### src/rtl/crbus_pkg.sv
// Shared types for the control-register bus master.
// Assumes a transaction is a fixed, opcode-selected list of phases.
package crbus_pkg;

    typedef enum logic [1:0] {
        OP_READ  = 2'd0,
        OP_WRITE = 2'd1,
        OP_RMW   = 2'd2,
        OP_SPARE = 2'd3
    } crb_op_e;

    typedef enum logic [1:0] {
        PH_ADDR,
        PH_DATA,
        PH_READ,
        PH_WRITE
    } crb_phase_e;

    typedef enum logic [1:0] {
        SQ_IDLE,
        SQ_SETUP,
        SQ_STROBE,
        SQ_RELEASE
    } crb_step_e;

    // Phase kind at position idx of the list for opcode op.
    function automatic crb_phase_e phase_at(crb_op_e op, logic [2:0] idx);
        crb_phase_e ph;
        ph = PH_ADDR;
        case (op)
            OP_WRITE: begin
                case (idx)
                    3'd1:    ph = PH_DATA;
                    3'd2:    ph = PH_WRITE;
                    default: ph = PH_ADDR;
                endcase
            end
            OP_RMW: begin
                case (idx)
                    3'd1:    ph = PH_READ;
                    3'd3:    ph = PH_DATA;
                    3'd4:    ph = PH_WRITE;
                    default: ph = PH_ADDR;
                endcase
            end
            default: begin
                ph = (idx == 3'd1) ? PH_READ : PH_ADDR;
            end
        endcase
        return ph;
    endfunction

    // Number of phases in the list for opcode op.
    function automatic logic [2:0] phase_count(crb_op_e op);
        logic [2:0] n;
        case (op)
            OP_WRITE: n = 3'd3;
            OP_RMW:   n = 3'd5;
            default:  n = 3'd2;
        endcase
        return n;
    endfunction

endpackage

### src/rtl/crbus_wait_timer.sv
// Per-phase acknowledge wait counter.
// Counts cycles while run is high and clears when clr is high.
// expired is raised during the wait cycle that reaches the limit.
// Assumes the sequencer drives clr as the complement of run.
module crbus_wait_timer #(
    parameter int TW = 8
) (
    input  logic          clk,
    input  logic          rst_n,
    input  logic          clr,
    input  logic          run,
    input  logic [TW-1:0] limit,
    output logic          expired
);
    localparam int CW = TW + 1;

    logic [TW-1:0] cnt_q;

    // Count waiting cycles, saturating, cleared outside a wait.
    always_ff @(posedge clk) begin
        if (!rst_n) begin
            cnt_q <= '0;
        end else if (clr) begin
            cnt_q <= '0;
        end else if (run && (cnt_q != '1)) begin
            cnt_q <= cnt_q + 1'b1;
        end
    end

    // Limit reached when this cycle would be the limit-th without the level.
    always_comb begin
        expired = run && (({1'b0, cnt_q} + CW'(1)) >= {1'b0, limit});
    end

    AST_TMR_ADVANCE: assert property (@(posedge clk) disable iff (!rst_n)
        (run && !clr && !expired) |=> (cnt_q != '0));

endmodule

### src/rtl/crbus_rmw_merge.sv
// Read-modify-write merge: clears masked bits of the read word and ORs in new bits.
// Purely combinational. Assumes the read word is stable once the read phase ends.
module crbus_rmw_merge #(
    parameter int DW = 16
) (
    input  logic [DW-1:0] rd_val,
    input  logic [DW-1:0] clr_mask,
    input  logic [DW-1:0] set_bits,
    output logic [DW-1:0] merged
);
    // Merge the read word with the host mask and value.
    always_comb begin
        merged = (rd_val & ~clr_mask) | set_bits;
    end
endmodule

### src/rtl/crbus_sequencer.sv
// Phase sequencer for the control-register bus.
// Walks the phase list of the accepted opcode. Each phase has a setup cycle,
// a strobe held until acknowledge is high, and a release held until acknowledge
// is low. Assumes an external timer flags an over-long wait through tmr_expired.
module crbus_sequencer
    import crbus_pkg::*;
#(
    parameter int DW = 16
) (
    input  logic          clk,
    input  logic          rst_n,
    input  logic          req_valid,
    input  logic [1:0]    req_op,
    input  logic [DW-1:0] req_addr,
    input  logic [DW-1:0] req_wdata,
    input  logic [DW-1:0] req_mask,
    output logic          req_ready,
    input  logic          bus_ack,
    input  logic [DW-1:0] bus_dout,
    input  logic          tmr_expired,
    output logic          tmr_run,
    output logic          tmr_clr,
    input  logic [DW-1:0] merged_val,
    output logic [DW-1:0] keep_mask,
    output logic [DW-1:0] new_bits,
    output logic [DW-1:0] bus_din,
    output logic          bus_cap_addr,
    output logic          bus_cap_data,
    output logic          bus_rd,
    output logic          bus_wr,
    output logic          rsp_done,
    output logic          rsp_err,
    output logic [DW-1:0] rsp_rdata
);
    crb_step_e     step_q;
    crb_phase_e    phase_q;
    crb_op_e       op_q;
    logic [2:0]    idx_q;
    logic [DW-1:0] addr_q;
    logic [DW-1:0] wdata_q;
    logic [DW-1:0] mask_q;
    logic [DW-1:0] din_q;
    logic [DW-1:0] rdata_q;
    logic          done_q;
    logic          err_q;

    logic [2:0]    nxt_idx;
    crb_phase_e    nxt_phase;
    logic [DW-1:0] nxt_val;
    logic          last_phase;
    logic          strobe_any;

    // Look ahead to the next phase and the value it places on data-in.
    always_comb begin
        nxt_idx    = idx_q + 3'd1;
        nxt_phase  = phase_at(op_q, nxt_idx);
        last_phase = (nxt_idx == phase_count(op_q));
        case (nxt_phase)
            PH_ADDR: nxt_val = addr_q;
            PH_READ: nxt_val = '0;
            default: nxt_val = (op_q == OP_RMW) ? merged_val : wdata_q;
        endcase
    end

    // The timer runs while a wait has not yet seen its acknowledge level.
    always_comb begin
        tmr_run = ((step_q == SQ_STROBE) && !bus_ack) ||
                  ((step_q == SQ_RELEASE) && bus_ack);
        tmr_clr = !tmr_run;
    end

    // Main sequencing: accept, set up, strobe, release, advance or finish.
    always_ff @(posedge clk) begin
        if (!rst_n) begin
            step_q  <= SQ_IDLE;
            phase_q <= PH_ADDR;
            op_q    <= OP_READ;
            idx_q   <= '0;
            addr_q  <= '0;
            wdata_q <= '0;
            mask_q  <= '0;
            din_q   <= '0;
            rdata_q <= '0;
            done_q  <= 1'b0;
            err_q   <= 1'b0;
        end else begin
            done_q <= 1'b0;
            err_q  <= 1'b0;
            case (step_q)
                SQ_IDLE: begin
                    if (req_valid) begin
                        op_q    <= crb_op_e'(req_op);
                        addr_q  <= req_addr;
                        wdata_q <= req_wdata;
                        mask_q  <= req_mask;
                        idx_q   <= '0;
                        phase_q <= PH_ADDR;
                        din_q   <= req_addr;
                        step_q  <= SQ_SETUP;
                    end
                end
                SQ_SETUP: begin
                    step_q <= SQ_STROBE;
                end
                SQ_STROBE: begin
                    if (bus_ack) begin
                        if (phase_q == PH_READ) begin
                            rdata_q <= bus_dout;
                        end
                        step_q <= SQ_RELEASE;
                    end else if (tmr_expired) begin
                        step_q <= SQ_IDLE;
                        din_q  <= '0;
                        done_q <= 1'b1;
                        err_q  <= 1'b1;
                    end
                end
                SQ_RELEASE: begin
                    if (!bus_ack) begin
                        if (last_phase) begin
                            step_q <= SQ_IDLE;
                            din_q  <= '0;
                            done_q <= 1'b1;
                        end else begin
                            idx_q   <= nxt_idx;
                            phase_q <= nxt_phase;
                            din_q   <= nxt_val;
                            step_q  <= SQ_SETUP;
                        end
                    end else if (tmr_expired) begin
                        step_q <= SQ_IDLE;
                        din_q  <= '0;
                        done_q <= 1'b1;
                        err_q  <= 1'b1;
                    end
                end
                default: step_q <= SQ_IDLE;
            endcase
        end
    end

    // Decode the strobe of the current phase and drive the response.
    always_comb begin
        bus_cap_addr = (step_q == SQ_STROBE) && (phase_q == PH_ADDR);
        bus_cap_data = (step_q == SQ_STROBE) && (phase_q == PH_DATA);
        bus_rd       = (step_q == SQ_STROBE) && (phase_q == PH_READ);
        bus_wr       = (step_q == SQ_STROBE) && (phase_q == PH_WRITE);
        strobe_any   = bus_cap_addr || bus_cap_data || bus_rd || bus_wr;
        req_ready    = (step_q == SQ_IDLE);
        bus_din      = din_q;
        rsp_done     = done_q;
        rsp_err      = err_q;
        rsp_rdata    = rdata_q;
        keep_mask    = mask_q;
        new_bits     = wdata_q;
    end

    AST_SETUP_BEFORE_STROBE: assert property (@(posedge clk) disable iff (!rst_n)
        $rose(strobe_any) |-> $stable(bus_din));
    AST_DROP_AFTER_ACK: assert property (@(posedge clk) disable iff (!rst_n)
        (strobe_any && bus_ack) |=> (!strobe_any && $stable(bus_din)));
    AST_ACCEPT_LOADS_ADDR: assert property (@(posedge clk) disable iff (!rst_n)
        (req_valid && req_ready) |=> (!req_ready && (bus_din == $past(req_addr))));
    AST_DONE_PULSE: assert property (@(posedge clk) disable iff (!rst_n)
        rsp_done |=> !rsp_done);
    AST_DONE_QUIET: assert property (@(posedge clk) disable iff (!rst_n)
        rsp_done |-> ((bus_din == '0) && !strobe_any && req_ready));
    AST_ERR_WITH_DONE: assert property (@(posedge clk) disable iff (!rst_n)
        rsp_err |-> rsp_done);

endmodule

### src/rtl/crbus_master.sv
// Control-register bus handshake master, top level.
// Joins the phase sequencer, the acknowledge wait timer and the
// read-modify-write merge. Assumes one outstanding request at a time.
module crbus_master #(
    parameter int DW = 16,
    parameter int TW = 8
) (
    input  logic          clk,
    input  logic          rst_n,
    input  logic          req_valid,
    output logic          req_ready,
    input  logic [1:0]    req_op,
    input  logic [DW-1:0] req_addr,
    input  logic [DW-1:0] req_wdata,
    input  logic [DW-1:0] req_mask,
    input  logic [TW-1:0] tmo_limit,
    output logic          rsp_done,
    output logic          rsp_err,
    output logic [DW-1:0] rsp_rdata,
    output logic [DW-1:0] bus_din,
    output logic          bus_cap_addr,
    output logic          bus_cap_data,
    output logic          bus_rd,
    output logic          bus_wr,
    input  logic          bus_ack,
    input  logic [DW-1:0] bus_dout
);
    logic          tmr_expired;
    logic          tmr_run;
    logic          tmr_clr;
    logic [DW-1:0] merged_val;
    logic [DW-1:0] keep_mask;
    logic [DW-1:0] new_bits;

    crbus_sequencer #(.DW(DW)) seq_i (
        .clk          (clk),
        .rst_n        (rst_n),
        .req_valid    (req_valid),
        .req_op       (req_op),
        .req_addr     (req_addr),
        .req_wdata    (req_wdata),
        .req_mask     (req_mask),
        .req_ready    (req_ready),
        .bus_ack      (bus_ack),
        .bus_dout     (bus_dout),
        .tmr_expired  (tmr_expired),
        .tmr_run      (tmr_run),
        .tmr_clr      (tmr_clr),
        .merged_val   (merged_val),
        .keep_mask    (keep_mask),
        .new_bits     (new_bits),
        .bus_din      (bus_din),
        .bus_cap_addr (bus_cap_addr),
        .bus_cap_data (bus_cap_data),
        .bus_rd       (bus_rd),
        .bus_wr       (bus_wr),
        .rsp_done     (rsp_done),
        .rsp_err      (rsp_err),
        .rsp_rdata    (rsp_rdata)
    );

    crbus_wait_timer #(.TW(TW)) tmr_i (
        .clk     (clk),
        .rst_n   (rst_n),
        .clr     (tmr_clr),
        .run     (tmr_run),
        .limit   (tmo_limit),
        .expired (tmr_expired)
    );

    crbus_rmw_merge #(.DW(DW)) mrg_i (
        .rd_val   (rsp_rdata),
        .clr_mask (keep_mask),
        .set_bits (new_bits),
        .merged   (merged_val)
    );

    AST_ONE_STROBE: assert property (@(posedge clk) disable iff (!rst_n)
        $onehot0({bus_cap_addr, bus_cap_data, bus_rd, bus_wr}));

endmodule

### config.mk
export PLATFORM = sky130hd
export DESIGN_NAME = crbus_master
export DESIGN_NICKNAME = d
export VERILOG_FILES = /design/src/rtl/crbus_pkg.sv /design/src/rtl/crbus_wait_timer.sv /design/src/rtl/crbus_rmw_merge.sv /design/src/rtl/crbus_sequencer.sv /design/src/rtl/crbus_master.sv
export SDC_FILE = /design/constraint.sdc
export NUM_CORES = 1
export LEC_CHECK = 0
export BUFFER_PORTS_ARGS = -buffer_cell sky130_fd_sc_hd__buf_4
export CORE_ASPECT_RATIO = 1.4
export CORE_MARGIN = 3
export CORE_UTILIZATION = 55
export DETAILED_ROUTE_END_ITERATION = 8
export PLACE_DENSITY_LB_ADDON = 0.15
export SLEW_MARGIN = 10
export SYNTH_ARGS = -nofsm -noshare
export SYNTH_HDL_FRONTEND = slang
export SYNTH_SLANG_ARGS = --single-unit
export TNS_END_PERCENT = 100
### constraint.sdc
create_clock -name clk -period 8.5 [get_ports clk]
set_input_delay 1.275 -clock clk [delete_from_list [all_inputs] [get_ports clk]]
set_output_delay 1.275 -clock clk [all_outputs]
set_load 0.01 [all_outputs]
==> impl_summary.txt <==
----------------------------------------------------
[Timing]
  Final slew viol count ... 0
  Slew at the pin closest to its max-slew limit ... between 1 and 1.5 ns
  Final total negative setup slack ... 0 ns
  Setup repair after global routing missed its margin ... no
  Final count of negative-setup-slack endpoints ... 0
  Fmax ... slightly below 0.3 GHz
  Worst max-slew margin expressed relative to the limit ... 0.301
  Post-route minimum period ... between 3 and 4 ns
  Final critical-path share of the clock period ... 0.401
  Smallest hold slack ... ~0.45 ns
  Total count of hold-check failures in the final report ... 0
  Clock Skews ... around 0.0050 ns

[Synth]
  Count of state elements after synthesis ... 99
  Sequential fraction of the synthesis area ... 0.427
  Synth Flop Type ... sky130_fd_sc_hd__dfxtp_1
  Syn_nets ... ~630
  Post-synthesis instance total ... around 530
  Library cells used by synthesis ... 43
  Cell area after synthesis ... ~4600 µm²
  Synthesized area divided by synthesized cell count ... just under 9 µm²
  Number of synthesis warnings ... 0
  Count of flip-flops with a built-in enable after synthesis ... 0
  Synth async-reset ratio ... 0

[Detailed routing]
  Routed via count divided by cell count ... approximately 5.7
  Number of remaining DRC errors ... 0
  First-pass DRT Iterations ... 8
  Met1 wire length ... 4440 µm
  Antenna violation net count after detailed routing ... 0
  Final routed wire length divided by cell count ... between 15 and 20 µm
  Top routing layer in use ... met4
  Total vias in the final route ... 4154
  Detailed-routed wire length on met3 ... between 600 and 700 µm
  1st-iter DRT viols ... roughly 280
  Total routed wirelength ... about 12000 µm
  Detail Route met2 WL ... around 6200 µm

[Global routing]
  Maximum number of pins on one net before global-route repair ... 86
  Initial antenna violation count ... 0
  Congestion Overflow GR ... 0
  Global-route wire length before repair ... approximately 19000 µm
  Total global-route track usage ... 0.245
  Vias in the first global route ... 4065

[Floorplan]
  Core region area ... 8200 µm²
  Die Ht ... 115 µm
  Chip Width ... 83.7 µm
  Initial cell density of the core ... 0.567
  Die area ... 9600 µm²
  Num rows ... 39
  IO Count ... ~120

[Finish]
  Diodes inserted ... 0
  Layout net count ... about 720
  Synth-to-layout area growth ... 25.5%
  Fraction of final layout cells with drive strength greater than 1 ... 0.242
  Post-route cell area ... 5830 µm²
  Filler instances ... ~680

[CTS]
  TritonCTS Sinks ... 99
  TritonCTS clock tree ... built
  Hold-fix buffers at CTS ... 0
  Buffer count from post-CTS setup fixing ... 0
  Total clock buffers created by CTS ... 9
  Clk root buf ... sky130_fd_sc_hd__clkbuf_16
  Number of H-tree levels ... 3
  Clock tree buffer depth ... 2
  CTS clock-pin slew for the worst setup and hold paths ... 0.06 ns
  Insertion delay to the later sink of the worst-skew pair ... ~0.34 ns
  Resized Gates After CTS ... 0

[Place]
  Area post-placement ... about 5500 µm²
  Hpwl dp ... between 8000 and 9000 µm
  Placer congestion estimate ... around 0.81
  Count of input and output buffers ... 116

[Critical path]
  RR Endpoint ... seq_i.bus_din[3]$_SDFFE_PN0P_
  Delay of the slowest cell on the worst path ... between 0.5 and 0.6 ns
  Worst R2R Path Depth ... 8
  Crit-path cells ... clkinv_1 -> nor4b_1 -> buf_4
  Arrival time at the worst endpoint ... ~2.1 ns
  CP Launch Type ... flop
  Critical path's slowest cell ... sky130_fd_sc_hd__clkinv_1
  Required time of the critical path ... 7.22 ns
  Worst Setup End Kind ... output port
  Worst Path Max Fanout ... 19
  Worst setup slack for register-to-register paths ... 5.09 ns
  FF-to-FF Start ... seq_i.op_q[0]$_SDFFE_PN0P_
  Type of the worst setup path ... flop to output port

[Power]
  Internal portion of total power ... 0.000839 W
  Flop pwr share ... 0.457
  Post-layout total power ... between 0.001 and 0.0015 W
  Worst voltage drop across the vdd grid ... approximately 0.14 mV
  Total power per unit cell area ... 190 nW/µm²
  Switching share of total power ... 0.243
  Clock Power Share ... 0.400
  Share of power burned in combinational logic ... 0.143
  Leakage power ... 2.62 nW
  Psw ... 0.000270 W

[Worst hold path]
  Hold Path Sink ... seq_i.new_bits[15]$_SDFFE_PN0P_
  Worst Min Path Start ... seq_i.new_bits[15]$_SDFFE_PN0P_
  Hold WC Path Type ... flop to flop
  Hold Path Cell Cnt ... 2

[Status]
  Result of the run ... complete, no violations

[Job]
  Count of max-cap constraint violations ... 0

----------------------------------------------------
==> cells in the mapped netlist, drive strengths merged, types with 2 or more instances <==
cell / number / area share
nand2: 111 / 0.090
dfxtp: 99 / 0.43
a21boi: 47 / 0.076
a21oi: 34 / 0.037
inv: 34 / 0.027
clkbuf: 23 / 0.019
nor2b: 19 / 0.026
ha: 17 / 0.046
mux2i: 17 / 0.037
a222oi: 16 / 0.034
a2bb2oi: 16 / 0.030
a31o: 16 / 0.030
buf: 10 / 0.014
nor2: 10 / 0.0081
nand3: 7 / 0.0075
o21ai: 7 / 0.0075
xnor2: 7 / 0.013
and2: 4 / 0.0054
and3: 4 / 0.0054
xor2: 4 / 0.0075
a21o: 3 / 0.0048
nand2b: 3 / 0.0040
a211oi: 2 / 0.0032
nand3b: 2 / 0.0032
nand4: 2 / 0.0027
nor3: 2 / 0.0022
nor4b: 2 / 0.0038
o211a: 2 / 0.0043
==> through the flow <==
stage	setup WS [ns]	cells	util
2_1_floorplan	5.57	532	-
5_1_grt	4.80	733	0.711
4_1_cts	5.05	733	0.710
6_report	5.09	733	0.711
3_5_place_dp	4.91	717	0.670
3_3_place_gp	4.98	717	0.670
==> layout make-up <==
cell class              instances  area, µm²  share of cell area
repair buffers                116        871               0.149
clock buffers                  11        253              0.0434
flip-flops and latches         99       1980               0.340
well taps                     102        128              0.0219
multi-input cells             365       2390               0.410
inverters                      35        131              0.0225
clock inverters                 5       75.1              0.0129
==> cell families (layout without fill, tap and decap cells) <==
| kind of cell | Yosys count | after routing | share of synthesized area |
|---|---|---|---|
| DFF | 99 | 99 | 0.427 |
| adders and majority gates | 17 | 17 | 0.0458 |
| xor gates and xnor gates | 12 | 12 | 0.0256 |
| buffers and inverters | 68 | 167 | 0.0611 |
| muxes | 17 | 17 | 0.0366 |
| and+or+nand+nor | 170 | 170 | 0.165 |
| AOI/OAI and AO/OA | 149 | 149 | 0.239 |
==> power by group through the flow <==
stage / clock (W) / combinational [W] / sequential [W]
final: 0.000443 / 0.000159 / 0.000507
after global routing: 0.000467 / 0.000176 / 0.000510
after CTS: 0.000447 / 0.000159 / 0.000507
after detailed placement: 0 / 0.000158 / 0.000517
after global placement: 0 / 0.000154 / 0.000516
after floorplan: 0 / 0.0000938 / 0.000515
==> critical path, delay by kind of cell (launching register included) <==
kind                   cells  cell delay (ns)
and+or+nand+nor            1             0.52
DFF                        1             0.52
buffers and inverters      2             0.76
==> metal layers <==
layer,vias up,GRT usage
met5,-,0
met4,0,0.133
met3,26,0.0624
met2,129,0.438
met1,1954,0.264
li1,2045,-
==> cells in the final DEF (no fill, tap or decap), types with 2 or more instances in the layout <==
cell	netlist	final
sky130_fd_sc_hd__a21oi_1	34	34
sky130_fd_sc_hd__xor2_1	4	4
sky130_fd_sc_hd__nand2b_1	3	3
sky130_fd_sc_hd__a21o_1	3	3
sky130_fd_sc_hd__nand3b_1	2	2
sky130_fd_sc_hd__o211a_1	2	2
sky130_fd_sc_hd__a211oi_1	2	2
sky130_fd_sc_hd__nand2_1	111	110
sky130_fd_sc_hd__nor4b_1	2	2
sky130_fd_sc_hd__nor3_1	2	2
sky130_fd_sc_hd__nor2b_1	19	19
sky130_fd_sc_hd__nand3_1	7	7
sky130_fd_sc_hd__ha_1	17	17
sky130_fd_sc_hd__and3_1	4	4
sky130_fd_sc_hd__inv_1	34	34
sky130_fd_sc_hd__and2_1	4	3
sky130_fd_sc_hd__clkinv_2	0	3
sky130_fd_sc_hd__bufinv_16	0	2
sky130_fd_sc_hd__clkbuf_8	0	2
sky130_fd_sc_hd__xnor2_1	7	7
sky130_fd_sc_hd__nand4_1	2	2
sky130_fd_sc_hd__dfxtp_1	99	99
sky130_fd_sc_hd__a21boi_0	47	47
sky130_fd_sc_hd__nor2_1	10	10
sky130_fd_sc_hd__o21ai_0	7	7
sky130_fd_sc_hd__a31o_2	16	16
sky130_fd_sc_hd__a222oi_1	16	16
sky130_fd_sc_hd__clkbuf_16	0	9
sky130_fd_sc_hd__buf_4	2	116
sky130_fd_sc_hd__mux2i_1	17	17
sky130_fd_sc_hd__a2bb2oi_1	16	16
==> worst max-delay path by stage <==
stage,start,endpoint
3_3_place_gp,tmo_limit[6],seq_i.bus_din[7]$_SDFFE_PN0P_
4_1_cts,tmr_i.cnt_q[0]$_SDFFE_PN0P_,seq_i.bus_din[3]$_SDFFE_PN0P_
5_1_grt,seq_i.op_q[0]$_SDFFE_PN0P_,seq_i.bus_din[3]$_SDFFE_PN0P_
2_1_floorplan,tmo_limit[4],seq_i.bus_din[13]$_SDFFE_PN0P_
6_report,seq_i.step_q[1]$_SDFFE_PN0N_,bus_rd
3_5_place_dp,tmo_limit[6],seq_i.bus_din[3]$_SDFFE_PN0P_
==> registers in the layout, summed over array words and instances (netlist names), 2 cells and up <==
name             flops
seq_i.rsp_rdata     16
seq_i.new_bits      16
tmr_i.cnt_q          8
seq_i.phase_q        2
seq_i.step_q         2
seq_i.op_q           2
seq_i.idx_q          3
seq_i.keep_mask     16
seq_i.addr_q        16
seq_i.bus_din       16
Note: power is estimated with default switching activity, not from simulation.
